### config.mk
export PLATFORM = sky130hd
export DESIGN_NAME = bcd_rtc
export DESIGN_NICKNAME = d
export VERILOG_FILES = /design/src/rtl/rtc_pkg.sv /design/src/rtl/rtc_tick_gen.sv /design/src/rtl/rtc_core.sv /design/src/rtl/rtc_hostregs.sv /design/src/rtl/bcd_rtc.sv
export SDC_FILE = /design/constraint.sdc
export NUM_CORES = 1
export LEC_CHECK = 0
export BUFFER_PORTS_ARGS = -buffer_cell sky130_fd_sc_hd__clkbuf_2
export CORE_ASPECT_RATIO = 1.25
export CORE_MARGIN = 5
export CORE_UTILIZATION = 55
export DETAILED_ROUTE_END_ITERATION = 10
export MAX_ROUTING_LAYER = met4
export PLACE_DENSITY = 0.71
export SLEW_MARGIN = 20
export SYNTH_ARGS = -nofsm -noshare
export SYNTH_HDL_FRONTEND = slang
export SYNTH_SLANG_ARGS = --single-unit
### constraint.sdc
create_clock -name clk -period 4.9 [get_ports clk]
set_input_delay 0.245 -clock clk [delete_from_list [all_inputs] [get_ports clk]]
set_output_delay 0.245 -clock clk [all_outputs]
set_load 0.05 [all_outputs]
### src/rtl/rtc_pkg.sv
package rtc_pkg;

  typedef struct packed {
    logic [7:0] cen;
    logic [7:0] yr;
    logic [4:0] mon;
    logic [5:0] date;
    logic [2:0] dow;
    logic [5:0] hr;
    logic [6:0] mins;
    logic [6:0] sec;
  } rtc_time_t;

  localparam logic [3:0] OFS_FLAGS = 4'd0;
  localparam logic [3:0] OFS_SEC   = 4'd1;
  localparam logic [3:0] OFS_MIN   = 4'd2;
  localparam logic [3:0] OFS_HR    = 4'd3;
  localparam logic [3:0] OFS_DOW   = 4'd4;
  localparam logic [3:0] OFS_DATE  = 4'd5;
  localparam logic [3:0] OFS_MON   = 4'd6;
  localparam logic [3:0] OFS_YR    = 4'd7;
  localparam logic [3:0] OFS_CTRL  = 4'd8;
  localparam logic [3:0] OFS_CEN   = 4'd9;

  localparam int FLG_FRZ  = 0;
  localparam int FLG_HOLD = 1;
  localparam int FLG_FAIL = 2;
  localparam int CTL_STOP = 7;

  localparam rtc_time_t TIME_RST = '{cen: 8'h20, yr: 8'h00, mon: 5'h01,
                                     date: 6'h01, dow: 3'd1, hr: 6'h00,
                                     mins: 7'h00, sec: 7'h00};

  // Add one to a two-digit BCD value (caller handles the upper wrap).
  function automatic logic [7:0] bcd_inc(input logic [7:0] v);
    if (v[3:0] >= 4'd9) return {v[7:4] + 4'd1, 4'd0};
    else                return v + 8'd1;
  endfunction

  function automatic logic [6:0] bcd_bin(input logic [7:0] v);
    return 7'(v[7:4]) * 7'd10 + 7'(v[3:0]);
  endfunction

  function automatic logic is_leap(input logic [7:0] yr, input logic [7:0] cen);
    logic [6:0] y;
    logic [6:0] c;
    y = bcd_bin(yr);
    c = bcd_bin(cen);
    if (y != 7'd0) return (y[1:0] == 2'd0);
    else           return (c[1:0] == 2'd0);
  endfunction

  function automatic logic [5:0] month_days(input logic [4:0] mon, input logic leap);
    case (mon)
      5'h02:                      return leap ? 6'h29 : 6'h28;
      5'h04, 5'h06, 5'h09, 5'h11: return 6'h30;
      default:                    return 6'h31;
    endcase
  endfunction

endpackage

### src/rtl/rtc_tick_gen.sv
module rtc_tick_gen #(
  parameter bit USE_DIV = 1'b0,
  parameter int DIV     = 32768
) (
  input  logic clk,
  input  logic rst,
  input  logic tick_in,
  input  logic stop,
  output logic tick_o
);
  logic tick_raw;

  generate
    if (USE_DIV) begin : g_div
      localparam int CW = (DIV > 1) ? $clog2(DIV) : 1;
      localparam logic [CW-1:0] LAST = CW'(DIV - 1);
      logic [CW-1:0] cnt;
      always_ff @(posedge clk) begin
        if (rst || stop) cnt <= '0;
        else if (tick_in) cnt <= (cnt == LAST) ? '0 : cnt + 1'b1;
      end
      assign tick_raw = tick_in && (cnt == LAST);
    end else begin : g_direct
      assign tick_raw = tick_in;
    end
  endgenerate

  always_ff @(posedge clk) begin
    if (rst) tick_o <= 1'b0;
    else     tick_o <= tick_raw && !stop;
  end
endmodule

### src/rtl/rtc_core.sv
module rtc_core import rtc_pkg::*; (
  input  logic      clk,
  input  logic      rst,
  input  logic      tick,
  input  logic      load,
  input  rtc_time_t load_val,
  output rtc_time_t live
);
  rtc_time_t  nxt;
  logic       leap;
  logic [5:0] mdays;
  logic       cy_s, cy_m, cy_h, cy_d, cy_mo, cy_y;

  always_comb begin
    leap  = is_leap(live.yr, live.cen);
    mdays = month_days(live.mon, leap);
    cy_s  = (live.sec == 7'h59);
    cy_m  = cy_s && (live.mins == 7'h59);
    cy_h  = cy_m && (live.hr == 6'h23);
    cy_d  = cy_h && (live.date >= mdays);
    cy_mo = cy_d && (live.mon >= 5'h12);
    cy_y  = cy_mo && (live.yr == 8'h99);

    nxt      = live;
    nxt.sec  = cy_s ? 7'h00 : 7'(bcd_inc(8'(live.sec)));
    if (cy_s)  nxt.mins = cy_m ? 7'h00 : 7'(bcd_inc(8'(live.mins)));
    if (cy_m)  nxt.hr   = cy_h ? 6'h00 : 6'(bcd_inc(8'(live.hr)));
    if (cy_h) begin
      nxt.dow  = (live.dow >= 3'd7) ? 3'd1 : live.dow + 3'd1;
      nxt.date = cy_d ? 6'h01 : 6'(bcd_inc(8'(live.date)));
    end
    if (cy_d)  nxt.mon  = cy_mo ? 5'h01 : 5'(bcd_inc(8'(live.mon)));
    if (cy_mo) nxt.yr   = cy_y ? 8'h00 : bcd_inc(live.yr);
    if (cy_y)  nxt.cen  = (live.cen == 8'h99) ? 8'h00 : bcd_inc(live.cen);
  end

  always_ff @(posedge clk) begin
    if (rst)       live <= TIME_RST;
    else if (load) live <= load_val;
    else if (tick) live <= nxt;
  end
endmodule

### src/rtl/rtc_hostregs.sv
module rtc_hostregs import rtc_pkg::*; #(
  parameter int ADDR_W = 19
) (
  input  logic              clk,
  input  logic              rst,
  input  logic              cs,
  input  logic              we,
  input  logic [ADDR_W-1:0] addr,
  input  logic [7:0]        wdata,
  input  logic              osc_fault,
  input  rtc_time_t         live,
  output logic [7:0]        rdata,
  output rtc_time_t         usr,
  output logic              load_o,
  output logic              stop_o
);
  logic       hit, wr, rd;
  logic [3:0] ofs;
  logic       frz, hold, fail;
  logic [7:0] rd_mux;

  assign hit = &addr[ADDR_W-1:4];
  assign ofs = addr[3:0];
  assign wr  = cs && we && hit;
  assign rd  = cs && !we;

  always_comb begin
    case (ofs)
      OFS_FLAGS: rd_mux = {5'b0, fail, hold, frz};
      OFS_SEC:   rd_mux = {1'b0, usr.sec};
      OFS_MIN:   rd_mux = {1'b0, usr.mins};
      OFS_HR:    rd_mux = {2'b0, usr.hr};
      OFS_DOW:   rd_mux = {5'b0, usr.dow};
      OFS_DATE:  rd_mux = {2'b0, usr.date};
      OFS_MON:   rd_mux = {3'b0, usr.mon};
      OFS_YR:    rd_mux = usr.yr;
      OFS_CTRL:  rd_mux = {stop_o, 7'b0};
      OFS_CEN:   rd_mux = usr.cen;
      default:   rd_mux = 8'h00;
    endcase
  end

  always_ff @(posedge clk) begin
    if (rst) begin
      frz    <= 1'b0;
      hold   <= 1'b0;
      fail   <= 1'b0;
      stop_o <= 1'b0;
      load_o <= 1'b0;
      usr    <= TIME_RST;
      rdata  <= 8'h00;
    end else begin
      load_o <= wr && (ofs == OFS_FLAGS) && hold && !wdata[FLG_HOLD];
      if (wr && ofs == OFS_FLAGS) begin
        frz  <= wdata[FLG_FRZ];
        hold <= wdata[FLG_HOLD];
      end
      if (osc_fault) fail <= 1'b1;
      else if (wr && ofs == OFS_FLAGS && !wdata[FLG_FAIL]) fail <= 1'b0;
      if (wr && ofs == OFS_CTRL) stop_o <= wdata[CTL_STOP];

      if (hold) begin
        if (wr) begin
          case (ofs)
            OFS_SEC:  usr.sec  <= wdata[6:0];
            OFS_MIN:  usr.mins <= wdata[6:0];
            OFS_HR:   usr.hr   <= wdata[5:0];
            OFS_DOW:  usr.dow  <= wdata[2:0];
            OFS_DATE: usr.date <= wdata[5:0];
            OFS_MON:  usr.mon  <= wdata[4:0];
            OFS_YR:   usr.yr   <= wdata;
            OFS_CEN:  usr.cen  <= wdata;
            default: ;
          endcase
        end
      end else if (!frz && !load_o) begin
        usr <= live;
      end

      if (rd) rdata <= hit ? rd_mux : 8'h00;
    end
  end
endmodule

### src/rtl/bcd_rtc.sv
module bcd_rtc import rtc_pkg::*; #(
  parameter int ADDR_W  = 19,
  parameter bit USE_DIV = 1'b0,
  parameter int DIV     = 32768
) (
  input  logic              clk,
  input  logic              rst,
  input  logic              tick_in,
  input  logic              osc_fault,
  input  logic              cs,
  input  logic              we,
  input  logic [ADDR_W-1:0] addr,
  input  logic [7:0]        wdata,
  output logic [7:0]        rdata
);
  logic      tick, load, stop;
  rtc_time_t live, usr;

  rtc_tick_gen #(.USE_DIV(USE_DIV), .DIV(DIV)) u_tick (
    .clk(clk), .rst(rst), .tick_in(tick_in), .stop(stop), .tick_o(tick)
  );

  rtc_core u_core (
    .clk(clk), .rst(rst), .tick(tick), .load(load), .load_val(usr), .live(live)
  );

  rtc_hostregs #(.ADDR_W(ADDR_W)) u_regs (
    .clk(clk), .rst(rst), .cs(cs), .we(we), .addr(addr), .wdata(wdata),
    .osc_fault(osc_fault), .live(live), .rdata(rdata), .usr(usr),
    .load_o(load), .stop_o(stop)
  );
endmodule

==> results of run 1 <==
-- cell usage after synthesis (4+ instances only) --
| master | n | area (um2) |
|---|---|---|
| nor2_1 | 49 | 183.9 |
| mux2i_1 | 12 | 120.1 |
| nand3b_1 | 4 | 30.03 |
| o211a_1 | 4 | 40.04 |
| nand4_1 | 13 | 81.33 |
| o21ai_0 | 69 | 345.3 |
| clkbuf_1 | 52 | 195.2 |
| and4_1 | 4 | 35.03 |
| and2_1 | 9 | 56.30 |
| buf_2 | 9 | 45.04 |
| a32oi_1 | 6 | 52.55 |
| nor2b_1 | 9 | 56.30 |
| nor4_1 | 9 | 56.30 |
| nand2b_1 | 19 | 118.9 |
| a221oi_1 | 18 | 157.7 |
| a31oi_1 | 6 | 37.54 |
| o21a_1 | 5 | 37.54 |
| a21oi_1 | 81 | 405.4 |
| o211ai_1 | 4 | 30.03 |
| ha_1 | 42 | 525.5 |
| nor3_1 | 43 | 215.2 |
| a22oi_1 | 6 | 45.04 |
| inv_1 | 59 | 221.5 |
| o22ai_1 | 5 | 31.28 |
| xor2_1 | 4 | 35.03 |
| nor3b_1 | 6 | 45.04 |
| a21o_1 | 6 | 45.04 |
| nand2_1 | 53 | 198.9 |
| buf_1 | 8 | 30.03 |
| a311oi_1 | 16 | 140.1 |
| dfxtp_1 | 114 | 2282 |
| and3_1 | 16 | 100.1 |
| a22o_1 | 8 | 70.07 |
| a211oi_1 | 43 | 322.8 |
| nand3_1 | 27 | 135.1 |
| a41oi_1 | 6 | 52.55 |
-- worst paths after layout --
| path | endpoint | cells after the start |
|---|---|---|
| hold reg to reg | u_regs.rdata[4] | 2 |
| hold / removal | u_regs.load_o | 2 |
| setup reg to reg | u_core.live[47] | 15 |
| setup / recovery | u_core.live[47] | 15 |
-- cell type report --
cell class,count,area (um2),area share (%)
sequential,114,2285,27.91
multi-input combinational,672,4591,56.08
inverter,59,221.5,2.705
tap,171,214.0,2.613
timing repair buffer,47,255.2,3.118
clock inverter,10,156.4,1.910
clock buffer,22,464.2,5.670
-- flip-flops by register name, indices dropped and copies added (netlist names) --
register       count
u_tick.tick_o      1
u_regs.hold        1
u_regs.usr        50
u_regs.stop_o      1
u_regs.load_o      1
u_regs.rdata       8
u_regs.frz         1
u_regs.fail        1
u_core.live       50
-- cell families after synthesis --
| family | Yosys count | share of synthesized area (%) |
|---|---|---|
| XOR/XNOR | 6 | 0.7122 |
| adder cells (fa/ha/maj) | 44 | 7.665 |
| flip-flops | 114 | 30.93 |
| AO/OA/AOI/OAI | 319 | 29.15 |
| buffers and inverters | 131 | 7.071 |
| multiplexers | 17 | 2.696 |
| AND/OR/NAND/NOR | 286 | 21.77 |
-- stage by stage --
stage	setup slack [ns]	utilization (%)	std cells
6_report	0.6833	61.87	1095
5_1_grt	0.3823	61.87	1095
4_1_cts	0.7524	61.84	1095
3_5_place_dp	0.7744	57.15	1063
3_3_place_gp	0.9862	57.15	1063
2_1_floorplan	1.316	-	917
-- power by group through the flow --
stage / Clock, uW / Combinational [uW] / Sequential (uW)
after global placement: 0 / 91.7 / 964
after CTS: 1320 / 94.3 / 944
after detailed placement: 0 / 93.5 / 964
after floorplan: 0 / 63.5 / 960
final: 1330 / 96.1 / 945
after global routing: 1370 / 104 / 945
-- worst register-to-register path: cells and delay by family (launching register included) --
| kind | cells | cell delay, ns |
|---|---|---|
| compound gates | 5 | 1.25 |
| xor+xnor | 1 | 0.20 |
| fa+ha+maj | 4 | 1.02 |
| buf+inv | 1 | 0.05 |
| flops | 1 | 0.51 |
| mux | 1 | 0.06 |
| simple gates | 3 | 0.99 |
-- per-layer routing --
layer	up-vias	part of all wire (%)	wire length (um)	GRT usage, %
met5	-	0	0	-
met4	0	4.7	1094	16.71
met3	86	6.6	1559	5.080
met2	344	48	11280	48.43
met1	3546	41	9532	36.97
li1	3422	-	-	-
==> metrics.md, run 1 <==
| Metric | Value |
|---|---|
| Root Buffer | clkbuf_16 |
| DPL Wire Length | 16070 um |
| Nets | 988 |
| Period minus WS final | 4.217 ns |
| Dominant synthesized flop cell | dfxtp_1 |
| Critical Path RT | 5.18 ns |
| Cell repeated most along the worst path | ha_1 |
| Layout Skew | 0.01272 ns |
| Fmax | 237.2 MHz |
| MaxCap Viol Count | 0 |
| Vias per inst | 6.756 |
| Total wire length | 23470 um |
| Drt initial violations | roughly 920 |
| P_int | 1840 uW |
| Global-route wire length before repair | 37720 um |
| Most common cell after layout, fill and taps aside | dfxtp_1 |
| CTS buffer count | 17 |
| EDFF count, synth | 0 |
| Core area | 13230 um2 |
| Avg Inst Size Synth | 8.046 um2 |
| Total design power | 2368 uW |
| Rows | 47 |
| Routed len/inst | 21.43 um |
| Antenna violations before repair | 0 |
| CTS Sinks | 114 |
| Worst Path Arrival | 4.50 ns |
| Combinational share of power | around 4.1% |
| Die Wd | roughly 110 um |
| Clock-pin slew on the worst setup and hold paths | around 0.06 ns |
| Most frequent cells in the layout | dfxtp_1 (112), a21oi_1 (81), o21ai_0 (69), inv_1 (59), nand2_1 (53) |
| Design area | 8187 um2 |
| Diode count | 0 |
| Initial Utilization | about 56% |
| CTS tree | done |
| Critical path's slowest cell | dfxtp_1 |
| GRT Overall Usage | approximately 31% |
| Hold Crit Start | wdata[1] |
| Fin crit share | 86.05% |
| Sequential share of power | 39.9% |
| Net count after synthesis | 994 |
| Setup CP Type | reg -> reg |
| Pwr Density | 289.3 nW/um2 |
| Filler cells | 1199 |
| Die Area | 15850 um2 |
| Flop and latch count out of synthesis | 114 |
| I/O Buffers | 40 |
| Slew HR | 26.96% |
| Worst Hold Class | in -> reg |
| Vias | 7398 |
| FF-to-FF Start | u_core.live[38] |
| Reg-to-reg slack, setup | 0.68 ns |
| DRT antenna net count | 0 |
| Setup violators final | 0 |
| PostCTS Resize Cnt | 0 |
| Vert. Die Dim | 139.5 um |
| Post-CTS setup buffer count | 0 |
| Congestion Overflow GR | 0 |
| Type of origin of the critical path | flip-flop |
| Largest net degree at the start of global routing | 90 |
| Synth-to-layout area growth | 10.95% |
| Clk buf depth | 2 |
| Max incr delay on CP | 0.51 ns |
| Mapped Area | ~7400 um2 |
| Fin. max-slew vios | 0 |
| RSZ-0062 raised after global routing | no |
| WP buf/inv | 1 |
| Worst slew pin tran | 1.096 ns |
| Syn Inst Count | 917 |
| P_leak | 0.003171 uW |
| Hold_buf cts | 0 |
| Share of power burned in the clock network | 56.0% |
| Yosys cell types | 79 |
| Share of cells above drive strength 1 | 10.71% |
| Seq/Total Area, Yosys | 30.93% |
| Worst Setup SP | u_core.live[38] |
| I/O pin count | 41 |
| CP Capture Type | flip-flop |
| Yosys warns | 0 |
| Switching part of the total power | 22.32% |
| Hold_ws | 0.003568 ns |
| Hold Fails Final Rpt | 0 |
| Vias in the first global route | 7087 |
| Clock Latency Late Sink | around 0.43 ns |
| Sw Pwr | 528.6 uW |
| Worst vdd ir | between 0.2 and 0.3 mV |
| Placed cell area | roughly 7600 um2 |
| Asr flop ratio synth | 0% |
| CTS H-tree depth | 4 |
| Critical Path Fanout Max | 14 |
| Gpl congestion | 0.9959 |
| Setup TNS | 0 ns |
| DRC violations left | 0 |
| CP top delay family | compound AO/OA/AOI/OAI gates |
| Cells along the critical path | ha_1 > ha_1 > inv_1 > fa_1 > xnor2_1 > and3b_1 > mux2i_1 > o21ai_0 > o21ai_0 > ha_1 > or4b_1 > a22o_1 > and4_4 > a2111oi_0 > a211oi_1 |
| DRT Pass-1 Iters | 6 |
| Outcome | completed |
(Power assumes the default switching activity.)
==> run 2: changes to the inputs <==
==> constraint.sdc (replaced) <==
create_clock -name clk -period 4.15 [get_ports clk]
set_input_delay 0.2075 -clock clk [delete_from_list [all_inputs] [get_ports clk]]
set_output_delay 0.2075 -clock clk [all_outputs]
set_load 0.05 [all_outputs]
==> run 2 against run 1 <==
  * Global-route usage fell by 0.39 points
  * Sequential cell count did not move
  * Highest routed layer unchanged
  * Cell area rose by 0.38%
  * Maximum frequency rose by 9.8%
  * Largest power group unchanged
  * Sequential power rose by 19%
  * Worst setup slack got worse by 0.37 ns
  * Core utilization rose by 0.24 points
  * Sequential share of layout area fell by 0.091 points
  * Clock-buffer cell count fell by 1
  * Critical path depth did not move
  * Routed wire length rose by 0.18%
==> metrics.md, run 2 (synthesis gave the netlist of run 1 again) <==
| Metric | Value |
|---|---|
| Outcome | completed |
| Core area | 13230 um2 |
| Drt initial violations | 901 |
| Congestion Overflow GR | 0 |
| I/O Buffers | 40 |
| Placed cell count | 1067 |
| Die Wd | 113.6 um |
| Rows | 47 |
| DRT antenna net count | 0 |
| Critical R2R Capture | u_core.live[47] |
| Hold Crit Start | wdata[0] |
| CTS tree | done |
| Worst Hold Class | in -> reg |
| Critical Path Fanout Max | 14 |
| Root Buffer | clkbuf_16 |
| CTS H-tree depth | 4 |
| Vias per inst | between 6 and 7 |
| Vias in the first global route | 7057 |
| Setup CP Type | reg -> reg |
| DRC violations left | 0 |
| Synth-to-layout area growth | 11.38% |
| Die Area | 15850 um2 |
| Slew HR | 25.41% |
| Cells along the critical path | ha_1 > ha_1 > inv_1 > fa_1 > xnor2_2 > and3b_1 > mux2i_1 > o21ai_1 > o21ai_0 > ha_1 > or4b_1 > a22o_4 > and4_4 > a2111oi_2 > a211oi_1 |
| CTS buffer count | 17 |
| Routed len/inst | 21.31 um |
| Switching part of the total power | 22.90% |
| Hold Path Sink | u_regs.frz |
| Share of power burned in the clock network | 53.6% |
| Setup TNS | 0 ns |
| Vert. Die Dim | 139.5 um |
| Clock-pin slew on the worst setup and hold paths | roughly 0.050 ns |
| FF-to-FF Start | u_core.live[41] |
| Pwr Density | 323.2 nW/um2 |
| Type of origin of the critical path | flip-flop |
| Non-Filler Instances | 1103 |
| Combinational share of power | 4.4% |
| Layout Skew | 0.01055 ns |
| Most common cell after layout, fill and taps aside | dfxtp_1 |
| Hold Fails Final Rpt | 0 |
| DRT Pass-1 Iters | 6 |
| P_int | slightly above 2000 uW |
| I/O pin count | 41 |
| DPL Wire Length | 16300 um |
| Sequential share of power | 42.0% |
| Sw Pwr | approximately 610 uW |
| Clock Latency Late Sink | 0.42 ns |
| CP top delay family | adder cells |
| Share of cells above drive strength 1 | 11.72% |
| Most frequent cells in the layout | dfxtp_1 (111), a21oi_1 (81), o21ai_0 (68), inv_1 (59), nand2_1 (53) |
| Top Registers | u_core.live: 50 flops, u_regs.usr: 50 flops, u_regs.rdata: 8 flops |
| Post-place setup slack | 0.09891 ns |
| WP buf/inv | 1 |
| Hold_ws | 0.04401 ns |
| Max incr delay on CP | 0.51 ns |
| Fmax | 260.3 MHz |
| P_leak | between 0.003 and 0.004 uW |
| Cell repeated most along the worst path | ha_1 |
| Nets | 994 |
| Fin crit share | 92.56% |
| Critical Path RT | ~4.4 ns |
| MaxCap Viol Count | 0 |
| Worst vdd ir | 0.2838 mV |
| Reg-to-reg slack, setup | 0.31 ns |
| Fin. max-slew vios | 0 |
| Global-route wire length before repair | 37340 um |
| Largest net degree at the start of global routing | 77 |
| CTS Sinks | around 110 |
| Hold Path Stages | 3 |
| Gpl congestion | roughly 0.93 |
| Fin util | 62.11% |
| RSZ-0062 raised after global routing | no |
| Period minus WS final | 3.841 ns |
| Total wire length | 23510 um |
| GRT Overall Usage | 30.24% |
| Clk buf depth | 2 |
| Final Worst Setup Slack | 0.3089 ns |
| Worst Path Arrival | a little over 4 ns |
| Worst slew pin tran | between 1 and 1.5 ns |
| Setup violators final | 0 |
| Vias | 7418 |
| Initial Utilization | 55.76% |
| Critical path's slowest cell | or4b_1 |
| CP Capture Type | flip-flop |
| Worst R2R Path Depth | 15 |
| Antenna violations before repair | 0 |
run 2: changes by cell type in the layout (fill, tap and decap cells not counted), moves of 2 or more:
cell,change
bufinv_16,-2
clkinv_2,+3
dlygate4sd3_1,+2
buf_4,+4
diode_2,+2
run 2: area by class of cell:
class | count | area (um2)
Fill cell | 1151 | 5014
Antenna cell | 2 | 5.005
Clock buffer | 21 | 460.4
Clock inverter | 11 | 111.4
Timing Repair Buffer | 53 | 305.3
Inverter | 59 | 221.5
Multi-Input combinational cell | 672 | 4614
Sequential cell | 114 | 2286
Tap cell | 171 | 214.0
run 2: power groups by stage:
stage,logic [uW],registers [uW],clock network [uW]
2_1_floorplan,75.0,1130,0
3_3_place_gp,109,1140,0
3_5_place_dp,111,1140,0
4_1_cts,113,1120,1430
5_1_grt,125,1120,1490
6_report,116,1120,1420
run 2: timing repair:
item / CTS / global route
hold buffers: 2 / 0
endpoints found under the hold margin: 2 / 0
setup buffers: 0 / 0
resized for setup: 0 / 8
setup endpoints to repair: 0 / 23
run 2: worst max-delay path by stage:
stage	start	endpoint	slack [ns]	cells after the start
finish	u_core.live[41]	u_core.live[47]	0.31	15
floorplan	u_core.live[39]	u_core.live[47]	0.57	15
global placement	u_core.live[41]	u_core.live[47]	0.28	14
detailed placement	u_core.live[41]	u_core.live[47]	0.1	15
CTS	u_core.live[41]	u_core.live[47]	0.09	15
global route	u_core.live[41]	u_core.live[47]	0.05	15
run 2: worst min-delay path, cell delays in order:
cell	delay (ns)
clkbuf_2	0.09
mux2i_1	0.06
nor2_1	0.07
run 2: metal layers:
layer  GRT usage (%)  part of all wire (%)  vias to the layer above
met2           48.43                    50                      368
met1           37.85                    40                     3516
met4           11.90                   3.0                        0
li1                -                     -                     3468
met3           5.167                   6.8                       66
met5               -                     0                        -
run 2: per-stage QoR:
| stage | power, uW | instance area [um2] |
|---|---|---|
| after floorplan | 1208 | 7378 |
| after global placement | 1247 | 7592 |
| after detailed placement | 1250 | 7592 |
| after CTS | 2664 | 8184 |
| after global routing | 2734 | 8213 |
| final | 2656 | 8218 |
